--- src/rtl/sp_polar_pkg.sv ---
package sp_polar_pkg;
    localparam int DATA_W = 8;
    localparam int DIV_W  = 16;
    localparam int REG_W  = 16;
    localparam int OVS    = 16;
    localparam int OVS_W  = $clog2(OVS);
    localparam int HALF   = OVS / 2;
    localparam int BIT_W  = $clog2(DATA_W);

    typedef enum logic [1:0] {
        ADDR_DATA = 2'd0,
        ADDR_CTRL = 2'd1,
        ADDR_DIV  = 2'd2
    } sp_addr_e;

    // Control bit positions
    localparam int C_ODD   = 0;
    localparam int C_PAREN = 1;
    localparam int C_TXINV = 2;
    localparam int C_RXINV = 3;
    localparam int C_TXIE  = 4;
    localparam int C_RXIE  = 5;
    localparam int C_CLR   = 6;
    localparam int C_BRK   = 14;

    // Status bit positions
    localparam int S_RBF  = 7;
    localparam int S_TBE  = 8;
    localparam int S_PE   = 9;
    localparam int S_FE   = 10;
    localparam int S_OE   = 11;
    localparam int S_PIN  = 13;
    localparam int S_BRK  = 14;
    localparam int S_ERR  = 15;

    typedef struct packed {
        logic brk;
        logic rx_ie;
        logic tx_ie;
        logic rx_inv;
        logic tx_inv;
        logic par_en;
        logic par_odd;
    } sp_ctrl_t;

    typedef struct packed {
        logic pe;
        logic fe;
        logic oe;
    } sp_err_t;

    typedef enum logic [2:0] {
        RX_IDLE,
        RX_START,
        RX_DATA,
        RX_PAR,
        RX_STOP
    } sp_rx_state_e;

    // Parity bit for a character: even sense makes total ones even.
    function automatic logic par_bit(input logic [DATA_W-1:0] d, input logic odd);
        return (^d) ^ odd;
    endfunction
endpackage

--- src/rtl/sp_baud_gen.sv ---
module sp_baud_gen
    import sp_polar_pkg::*;
(
    input  logic             clk,
    input  logic             rst,
    input  logic [DIV_W-1:0] divisor,
    output logic             tick
);
    logic [DIV_W-1:0] cnt;

    always_ff @(posedge clk) begin
        if (rst) begin
            cnt  <= '0;
            tick <= 1'b0;
        end else if (cnt >= divisor) begin
            cnt  <= '0;
            tick <= 1'b1;
        end else begin
            cnt  <= cnt + 1'b1;
            tick <= 1'b0;
        end
    end
endmodule

--- src/rtl/sp_tx.sv ---
module sp_tx
    import sp_polar_pkg::*;
(
    input  logic              clk,
    input  logic              rst,
    input  logic              tick,
    input  logic              load,
    input  logic [DATA_W-1:0] wdata,
    input  logic              par_en,
    input  logic              par_odd,
    output logic              tbe,
    output logic              line
);
    localparam int FRAME_W = DATA_W + 3;
    localparam int IDX_W   = $clog2(FRAME_W + 1);

    logic [DATA_W-1:0]  hold;
    logic [FRAME_W-1:0] shreg;
    logic [IDX_W-1:0]   nbits;
    logic [IDX_W-1:0]   bit_idx;
    logic [OVS_W-1:0]   tick_cnt;
    logic               busy;

    always_ff @(posedge clk) begin
        if (rst) begin
            hold     <= '0;
            shreg    <= '1;
            nbits    <= '0;
            bit_idx  <= '0;
            tick_cnt <= '0;
            busy     <= 1'b0;
            tbe      <= 1'b1;
        end else begin
            if (load) begin
                hold <= wdata;
                tbe  <= 1'b0;
            end else if (!busy && !tbe) begin
                shreg    <= {1'b1, (par_en ? par_bit(hold, par_odd) : 1'b1), hold, 1'b0};
                nbits    <= par_en ? IDX_W'(FRAME_W) : IDX_W'(FRAME_W - 1);
                bit_idx  <= '0;
                tick_cnt <= '0;
                busy     <= 1'b1;
                tbe      <= 1'b1;
            end
            if (busy && tick) begin
                tick_cnt <= tick_cnt + 1'b1;
                if (tick_cnt == OVS_W'(OVS - 1)) begin
                    shreg   <= {1'b1, shreg[FRAME_W-1:1]};
                    bit_idx <= bit_idx + 1'b1;
                    if (bit_idx == nbits - 1'b1) busy <= 1'b0;
                end
            end
        end
    end

    assign line = busy ? shreg[0] : 1'b1;

    // a write to the data register leaves the buffer occupied next cycle
    a_r2_write_clears_tbe: assert property (@(posedge clk) disable iff (rst)
        load |=> !tbe);
endmodule

--- src/rtl/sp_rx.sv ---
module sp_rx
    import sp_polar_pkg::*;
(
    input  logic              clk,
    input  logic              rst,
    input  logic              tick,
    input  logic              rx,
    input  logic              par_en,
    input  logic              par_odd,
    input  logic              rd_clr,
    input  logic              err_clr,
    output logic [DATA_W-1:0] data,
    output logic              rbf,
    output sp_err_t           err
);
    sp_rx_state_e      state;
    logic [OVS_W-1:0]  tick_cnt;
    logic [BIT_W-1:0]  bit_idx;
    logic [DATA_W-1:0] sh;
    logic              pbit;
    logic              last_tick;
    logic              done;

    assign last_tick = tick && (tick_cnt == OVS_W'(OVS - 1));
    assign done      = (state == RX_STOP) && last_tick;

    always_ff @(posedge clk) begin
        if (rst) begin
            state    <= RX_IDLE;
            tick_cnt <= '0;
            bit_idx  <= '0;
            sh       <= '0;
            pbit     <= 1'b0;
            data     <= '0;
            rbf      <= 1'b0;
            err      <= '0;
        end else begin
            if (rd_clr) rbf <= 1'b0;
            if (tick) begin
                unique case (state)
                    RX_IDLE: begin
                        if (!rx) begin
                            state    <= RX_START;
                            tick_cnt <= '0;
                        end
                    end
                    RX_START: begin
                        tick_cnt <= tick_cnt + 1'b1;
                        if (tick_cnt == OVS_W'(HALF - 1)) begin
                            tick_cnt <= '0;
                            bit_idx  <= '0;
                            state    <= rx ? RX_IDLE : RX_DATA;
                        end
                    end
                    RX_DATA: begin
                        tick_cnt <= tick_cnt + 1'b1;
                        if (last_tick) begin
                            sh      <= {rx, sh[DATA_W-1:1]};
                            bit_idx <= bit_idx + 1'b1;
                            if (bit_idx == BIT_W'(DATA_W - 1))
                                state <= par_en ? RX_PAR : RX_STOP;
                        end
                    end
                    RX_PAR: begin
                        tick_cnt <= tick_cnt + 1'b1;
                        if (last_tick) begin
                            pbit  <= rx;
                            state <= RX_STOP;
                        end
                    end
                    RX_STOP: begin
                        tick_cnt <= tick_cnt + 1'b1;
                        if (last_tick) state <= RX_IDLE;
                    end
                    default: state <= RX_IDLE;
                endcase
            end
            if (done) begin
                if (rbf && !rd_clr) begin
                    err.oe <= 1'b1;
                end else begin
                    data   <= sh;
                    rbf    <= 1'b1;
                    err.pe <= err.pe | (par_en && (pbit != par_bit(sh, par_odd)));
                    err.fe <= err.fe | !rx;
                end
            end
            if (err_clr) err <= '0;
        end
    end

    // a character finishing into a full buffer is dropped
    a_r7_overrun_keeps_data: assert property (@(posedge clk) disable iff (rst)
        (done && rbf && !rd_clr) |=> (rbf && $stable(data)));

    // reading the data register empties the buffer
    a_r4_read_empties: assert property (@(posedge clk) disable iff (rst)
        (rd_clr && !done) |=> !rbf);
endmodule

--- src/rtl/sp_polar_uart.sv ---
module sp_polar_uart
    import sp_polar_pkg::*;
(
    input  logic             clk,
    input  logic             rst,
    input  logic [1:0]       bus_addr,
    input  logic             bus_wr,
    input  logic             bus_rd,
    input  logic [REG_W-1:0] bus_wdata,
    output logic [REG_W-1:0] bus_rdata,
    input  logic             rx_pin,
    output logic             tx_pin,
    output logic             irq
);
    sp_ctrl_t          ctrl;
    logic [DIV_W-1:0]  divisor;
    logic [1:0]        rx_sync;
    logic              tick;
    logic              tx_line;
    logic              tbe;
    logic              rbf;
    logic [DATA_W-1:0] rx_data;
    sp_err_t           err;
    logic              wr_data, wr_ctrl, err_clr, rd_data;
    logic [REG_W-1:0]  status;

    assign wr_data = bus_wr && (bus_addr == ADDR_DATA);
    assign wr_ctrl = bus_wr && (bus_addr == ADDR_CTRL);
    assign err_clr = wr_ctrl && bus_wdata[C_CLR];
    assign rd_data = bus_rd && (bus_addr == ADDR_DATA);

    always_ff @(posedge clk) begin
        if (rst) begin
            ctrl    <= '0;
            divisor <= '0;
            rx_sync <= 2'b11;
            tx_pin  <= 1'b1;
        end else begin
            rx_sync <= {rx_sync[0], rx_pin};
            if (wr_ctrl) begin
                ctrl.brk     <= bus_wdata[C_BRK];
                ctrl.rx_ie   <= bus_wdata[C_RXIE];
                ctrl.tx_ie   <= bus_wdata[C_TXIE];
                ctrl.rx_inv  <= bus_wdata[C_RXINV];
                ctrl.tx_inv  <= bus_wdata[C_TXINV];
                ctrl.par_en  <= bus_wdata[C_PAREN];
                ctrl.par_odd <= bus_wdata[C_ODD];
            end
            if (bus_wr && (bus_addr == ADDR_DIV)) divisor <= bus_wdata[DIV_W-1:0];
            tx_pin <= (ctrl.brk ? 1'b0 : tx_line) ^ ctrl.tx_inv;
        end
    end

    sp_baud_gen u_baud (
        .clk     (clk),
        .rst     (rst),
        .divisor (divisor),
        .tick    (tick)
    );

    sp_tx u_tx (
        .clk     (clk),
        .rst     (rst),
        .tick    (tick),
        .load    (wr_data),
        .wdata   (bus_wdata[DATA_W-1:0]),
        .par_en  (ctrl.par_en),
        .par_odd (ctrl.par_odd),
        .tbe     (tbe),
        .line    (tx_line)
    );

    sp_rx u_rx (
        .clk     (clk),
        .rst     (rst),
        .tick    (tick),
        .rx      (rx_sync[1] ^ ctrl.rx_inv),
        .par_en  (ctrl.par_en),
        .par_odd (ctrl.par_odd),
        .rd_clr  (rd_data),
        .err_clr (err_clr),
        .data    (rx_data),
        .rbf     (rbf),
        .err     (err)
    );

    always_comb begin
        status         = '0;
        status[C_ODD]   = ctrl.par_odd;
        status[C_PAREN] = ctrl.par_en;
        status[C_TXINV] = ctrl.tx_inv;
        status[C_RXINV] = ctrl.rx_inv;
        status[C_TXIE]  = ctrl.tx_ie;
        status[S_RBF]   = rbf;
        status[S_TBE]   = tbe;
        status[S_PE]    = err.pe;
        status[S_FE]    = err.fe;
        status[S_OE]    = err.oe;
        status[S_PIN]   = rx_sync[1];
        status[S_BRK]   = ctrl.brk;
        status[S_ERR]   = err.pe | err.fe | err.oe;
    end

    always_comb begin
        unique case (bus_addr)
            ADDR_DATA: bus_rdata = REG_W'(rx_data);
            ADDR_CTRL: bus_rdata = status;
            ADDR_DIV:  bus_rdata = REG_W'(divisor);
            default:   bus_rdata = '0;
        endcase
    end

    assign irq = (ctrl.rx_ie && rbf) || (ctrl.tx_ie && tbe);

    // the clear strobe leaves no error flag set on the next cycle
    a_r9_clear_errors: assert property (@(posedge clk) disable iff (rst)
        err_clr |=> (status[S_ERR:S_PE] == 7'b0000000 || !status[S_ERR]) && !status[S_PE] && !status[S_FE] && !status[S_OE]);

    // a held break drives the space level after inversion
    a_r11_break_level: assert property (@(posedge clk) disable iff (rst)
        ctrl.brk |=> (tx_pin == $past(ctrl.tx_inv)));
endmodule

--- config.mk ---
export PLATFORM = sky130hd
export DESIGN_NAME = sp_polar_uart
export DESIGN_NICKNAME = d
export VERILOG_FILES = /design/src/rtl/sp_polar_pkg.sv /design/src/rtl/sp_baud_gen.sv /design/src/rtl/sp_tx.sv /design/src/rtl/sp_rx.sv /design/src/rtl/sp_polar_uart.sv
export SDC_FILE = /design/constraint.sdc
export NUM_CORES = 1
export LEC_CHECK = 0
export BUFFER_PORTS_ARGS = -buffer_cell sky130_fd_sc_hd__buf_2
export CORE_ASPECT_RATIO = 0.7
export CORE_MARGIN = 2
export CORE_UTILIZATION = 35
export CTS_CLUSTER_DIAMETER = 60
export DETAILED_ROUTE_END_ITERATION = 10
export PLACE_DENSITY_LB_ADDON = 0.1
export SYNTH_ARGS = -nofsm -noshare
export SYNTH_HDL_FRONTEND = slang
export SYNTH_SLANG_ARGS = --single-unit
--- constraint.sdc ---
create_clock -name clk -period 3.2 [get_ports clk]
set_input_delay 0.48 -clock clk [delete_from_list [all_inputs] [get_ports clk]]
set_output_delay 0.48 -clock clk [all_outputs]
set_load 0.02 [all_outputs]
==> flow_metrics.env <==
export IMPL_p_int_mw=2.036
export IMPL_tightest_slew_ns=0.8391
export IMPL_p_per_area_nw_per_um2=478.7
export IMPL_firstDrtPassIters=4
export IMPL_crit_fanout=12
export IMPL_fin_util_pct=40.83
export IMPL_grt_max_degree=64
export IMPL_reg2reg_slack_ns=1.06
export IMPL_slew_headroom_pct=44.06
export IMPL_grt_pass1_vias=3923
export IMPL_clk_insertion_delay_late_ns=0.35
export IMPL_initialDrtViolationCount=224
export IMPL_fin_area_um2=5757
export IMPL_min_period_ns=2.247
export IMPL_port_buffers=40
export IMPL_dpl_cell_area_um2=5441
export IMPL_synth_edf_count=0
export IMPL_ys_flop_type="dfxtp_1"
export IMPL_nNetsFinal=700
export IMPL_synth_most_common_cell="nand2_1"
export IMPL_yosysWarnings=0
export IMPL_finalCritPeriodShare_pct=70.21
export IMPL_swShare_pct=26.12
export IMPL_pwr_share_comb_pct=8.0
export IMPL_leakage_nw=2.259
export IMPL_min_path_type="in2reg"
export IMPL_power_frac_clock_pct=42.4
export IMPL_grt_overflow_total=0
export IMPL_syn_cell_area_um2=5116
export IMPL_pwr_share_seq_pct=49.6
export IMPL_critPathMaxStageDelay_ns=0.55
export IMPL_start_kind="input pin"
export IMPL_path_cells="buf_2, nor2b_1, a22o_1, buf_2"
export IMPL_die_area_um2=15620
export IMPL_r2r_start="divisor[14]$_SDFFE_PP0P_"
export IMPL_rsz0062_at_grt="no"
export IMPL_dp_slack_ns=0.8441
export IMPL_die_y_um=105.2
export IMPL_synthTopCellsByArea="dfxtp_1 41%, nand2_1 9.0%, a21oi_1 6.2%"
export IMPL_hold_end="rx_sync[0]$_SDFF_PP1_"
export IMPL_cts_setup_buffers=0
export IMPL_synth_fp_nets=677
export IMPL_areaGrowthSynthToFinish_pct=12.52
export IMPL_outcome="finished, final reports clean"
export IMPL_path_clk_slew_ns=0.07
export IMPL_cts_buffers=9
export IMPL_viasPerCell=5.044
export IMPL_synth_common_cells="123 x nand2_1, 105 x dfxtp_1, 63 x a21oi_1, 52 x nor2_1, 25 x inv_1"
export IMPL_crit_type="in2out"
export IMPL_clock_sinks=105
export IMPL_hold_viol_final=0
export IMPL_timing_fmax_mhz=445.1
export IMPL_post_dp_hpwl_um=9341
export IMPL_max_cap_violations=0
export IMPL_cts_tree="built"
export IMPL_rows=36
export IMPL_cp_slowest_cell="nor2b_1"
export IMPL_setup_viol=0
export IMPL_skew_ns=0.008361
export IMPL_gp_congestion=0.8141
export IMPL_grt_use_total_pct=17.20
export IMPL_start_util_pct=36.29
export IMPL_required_ns=2.72
export IMPL_cts_hold_buf=0
export IMPL_postRouteAntennaNets=0
export IMPL_die_x_um=148.5
export IMPL_route_final_wire_length_um=12920
export IMPL_netlist_instances=630
export IMPL_whs_path_depth=2
export IMPL_drc_errors=0
export IMPL_htreeDepth=3
export IMPL_end_kind="output port"
export IMPL_setup_tns_ns=0
export IMPL_antenna_found_initial=0
export IMPL_cts_root_buf="clkbuf_16"
export IMPL_peakVddDrop_uv=231.8
export IMPL_min_delay_start="rx_pin"
export IMPL_r2r_end="u_baud.cnt[3]$_SDFF_PP0_"
export IMPL_diodes=0
export IMPL_worstPathArrival_ns=1.77
export IMPL_yosys_area_top_type="dfxtp_1"
export IMPL_grt_pass1_wl_um=21220
export IMPL_cts_buffer_depth=2
export IMPL_fin_ws_ns=0.9534
export IMPL_crit_top_cell="buf_2"
export IMPL_ys_ff_latch=105
export IMPL_whs_ns=0.3130
export IMPL_drv_slew=0
export IMPL_ys_seq_area_share_pct=41.09
export IMPL_pin_count=41
export IMPL_post_cts_resized=0
export IMPL_dr_total_vias=4277
export IMPL_yosys_cell_types_count=51
export IMPL_core_um2=14100
export IMPL_synth_top_area_share_pct=41.09
export IMPL_drive_above_1_share_pct=10.64
export IMPL_worst_r2r_cell_count=7
export IMPL_wl_per_cell_um=15.23
export IMPL_syn_area_per_cell_um2=8.121
export IMPL_synth_async_sr_flop_share_pct=0
export IMPL_p_switching_mw=0.7197
==> area by class of cell <==
type	instances	area, um^2
multi-input cells	468	2778
inverters	25	93.84
clock inverters	7	90.09
well taps	190	237.7
flip-flops and latches	105	2102
clock buffers	9	225.2
repair buffers	44	230.2
fillers	1441	8342
==> placed cells by master, fill, tap and decap left out, types with 3 or more instances in the layout <==
cell type  Yosys  layout
a22o_1         7       7
o21ai_1        5       5
a21oi_1       63      63
clkbuf_16      0       9
buf_4          0       4
buf_2         12      40
dfxtp_1      105     105
a21o_1         4       4
and3_1        12      12
nand3_1       19      19
nor3b_1        3       3
a22oi_1        3       3
nand4_1        7       7
nor2_1        52      52
or3_1          6       6
a31oi_1        3       3
nand2_1      123     123
ha_1          24      24
o21ai_0       21      21
a211oi_1       3       3
xor2_1        15      15
inv_1         25      25
xnor2_1       20      20
and2_1         5       5
nor2b_1        5       5
mux2i_1       18      18
nor3_1        22      22
==> metal layers <==
metal,global-route usage [%],part of all wire (%),up-vias
met5,0,0,-
met4,4.082,0.81,0
met3,3.493,4.4,10
met2,24.31,41,61
met1,26.40,54,2016
li1,-,-,2190
==> per-stage QoR <==
step | cells | total power, mW
after floorplan | 630 | 1.544
final | 848 | 2.756
after CTS | 848 | 2.796
after global routing | 848 | 2.887
after detailed placement | 832 | 1.620
after global placement | 832 | 1.615
==> registers in the layout (all words and copies together) (netlist names) <==
name / cells
u_rx.state: 3
u_tx.hold: 8
divisor: 16
tx_pin: 1
u_baud.tick: 1
u_tx.tick_cnt: 4
u_tx.bit_idx: 4
u_tx.nbits: 2
u_tx.shreg: 11
rx_sync: 2
u_tx.busy: 1
u_rx.err: 3
ctrl: 7
u_rx.pbit: 1
u_rx.bit_idx: 3
u_rx.tick_cnt: 4
u_rx.data: 8
u_tx.tbe: 1
u_baud.cnt: 16
u_rx.sh: 8
u_rx.rbf: 1
==> power groups by stage <==
stage,registers [mW],clock network [mW],logic [mW]
after floorplan,1.39,0,0.158
after global placement,1.40,0,0.217
after detailed placement,1.40,0,0.221
after CTS,1.37,1.21,0.222
after global routing,1.37,1.27,0.247
final,1.37,1.17,0.220
==> logic make-up after synthesis <==
kind of cell             Yosys count  share of synthesized area (%)
AND/OR/NAND/NOR                  266                          23.67
multiplexers                      18                          3.522
adder cells (fa/ha/maj)           24                          5.869
buffers and inverters             57                          4.622
XOR/XNOR                          37                          6.872
flip-flops                       105                          41.09
AO/OA/AOI/OAI                    123                          14.36
==> worst max-delay path by stage <==
stage | end | startpoint | slack (ns) | cells past startpoint
floorplan | bus_rdata[0] | bus_addr[0] | 1.19 | 5
global placement | divisor[5]$_SDFFE_PP0P_ | bus_addr[1] | 0.92 | 5
detailed placement | divisor[9]$_SDFFE_PP0P_ | bus_addr[1] | 0.84 | 5
CTS | bus_rdata[13] | bus_addr[1] | 0.95 | 4
global route | bus_rdata[13] | bus_addr[1] | 0.82 | 4
finish | bus_rdata[13] | bus_addr[1] | 0.95 | 4
==> worst max-delay path, delay by kind of cell <==
kind	cells	cell delay (ns)
AO/OA/AOI/OAI	1	0.26
buffers and inverters	2	0.47
AND/OR/NAND/NOR	1	0.55
No activity file was read; power rests on OpenSTA's default activity.
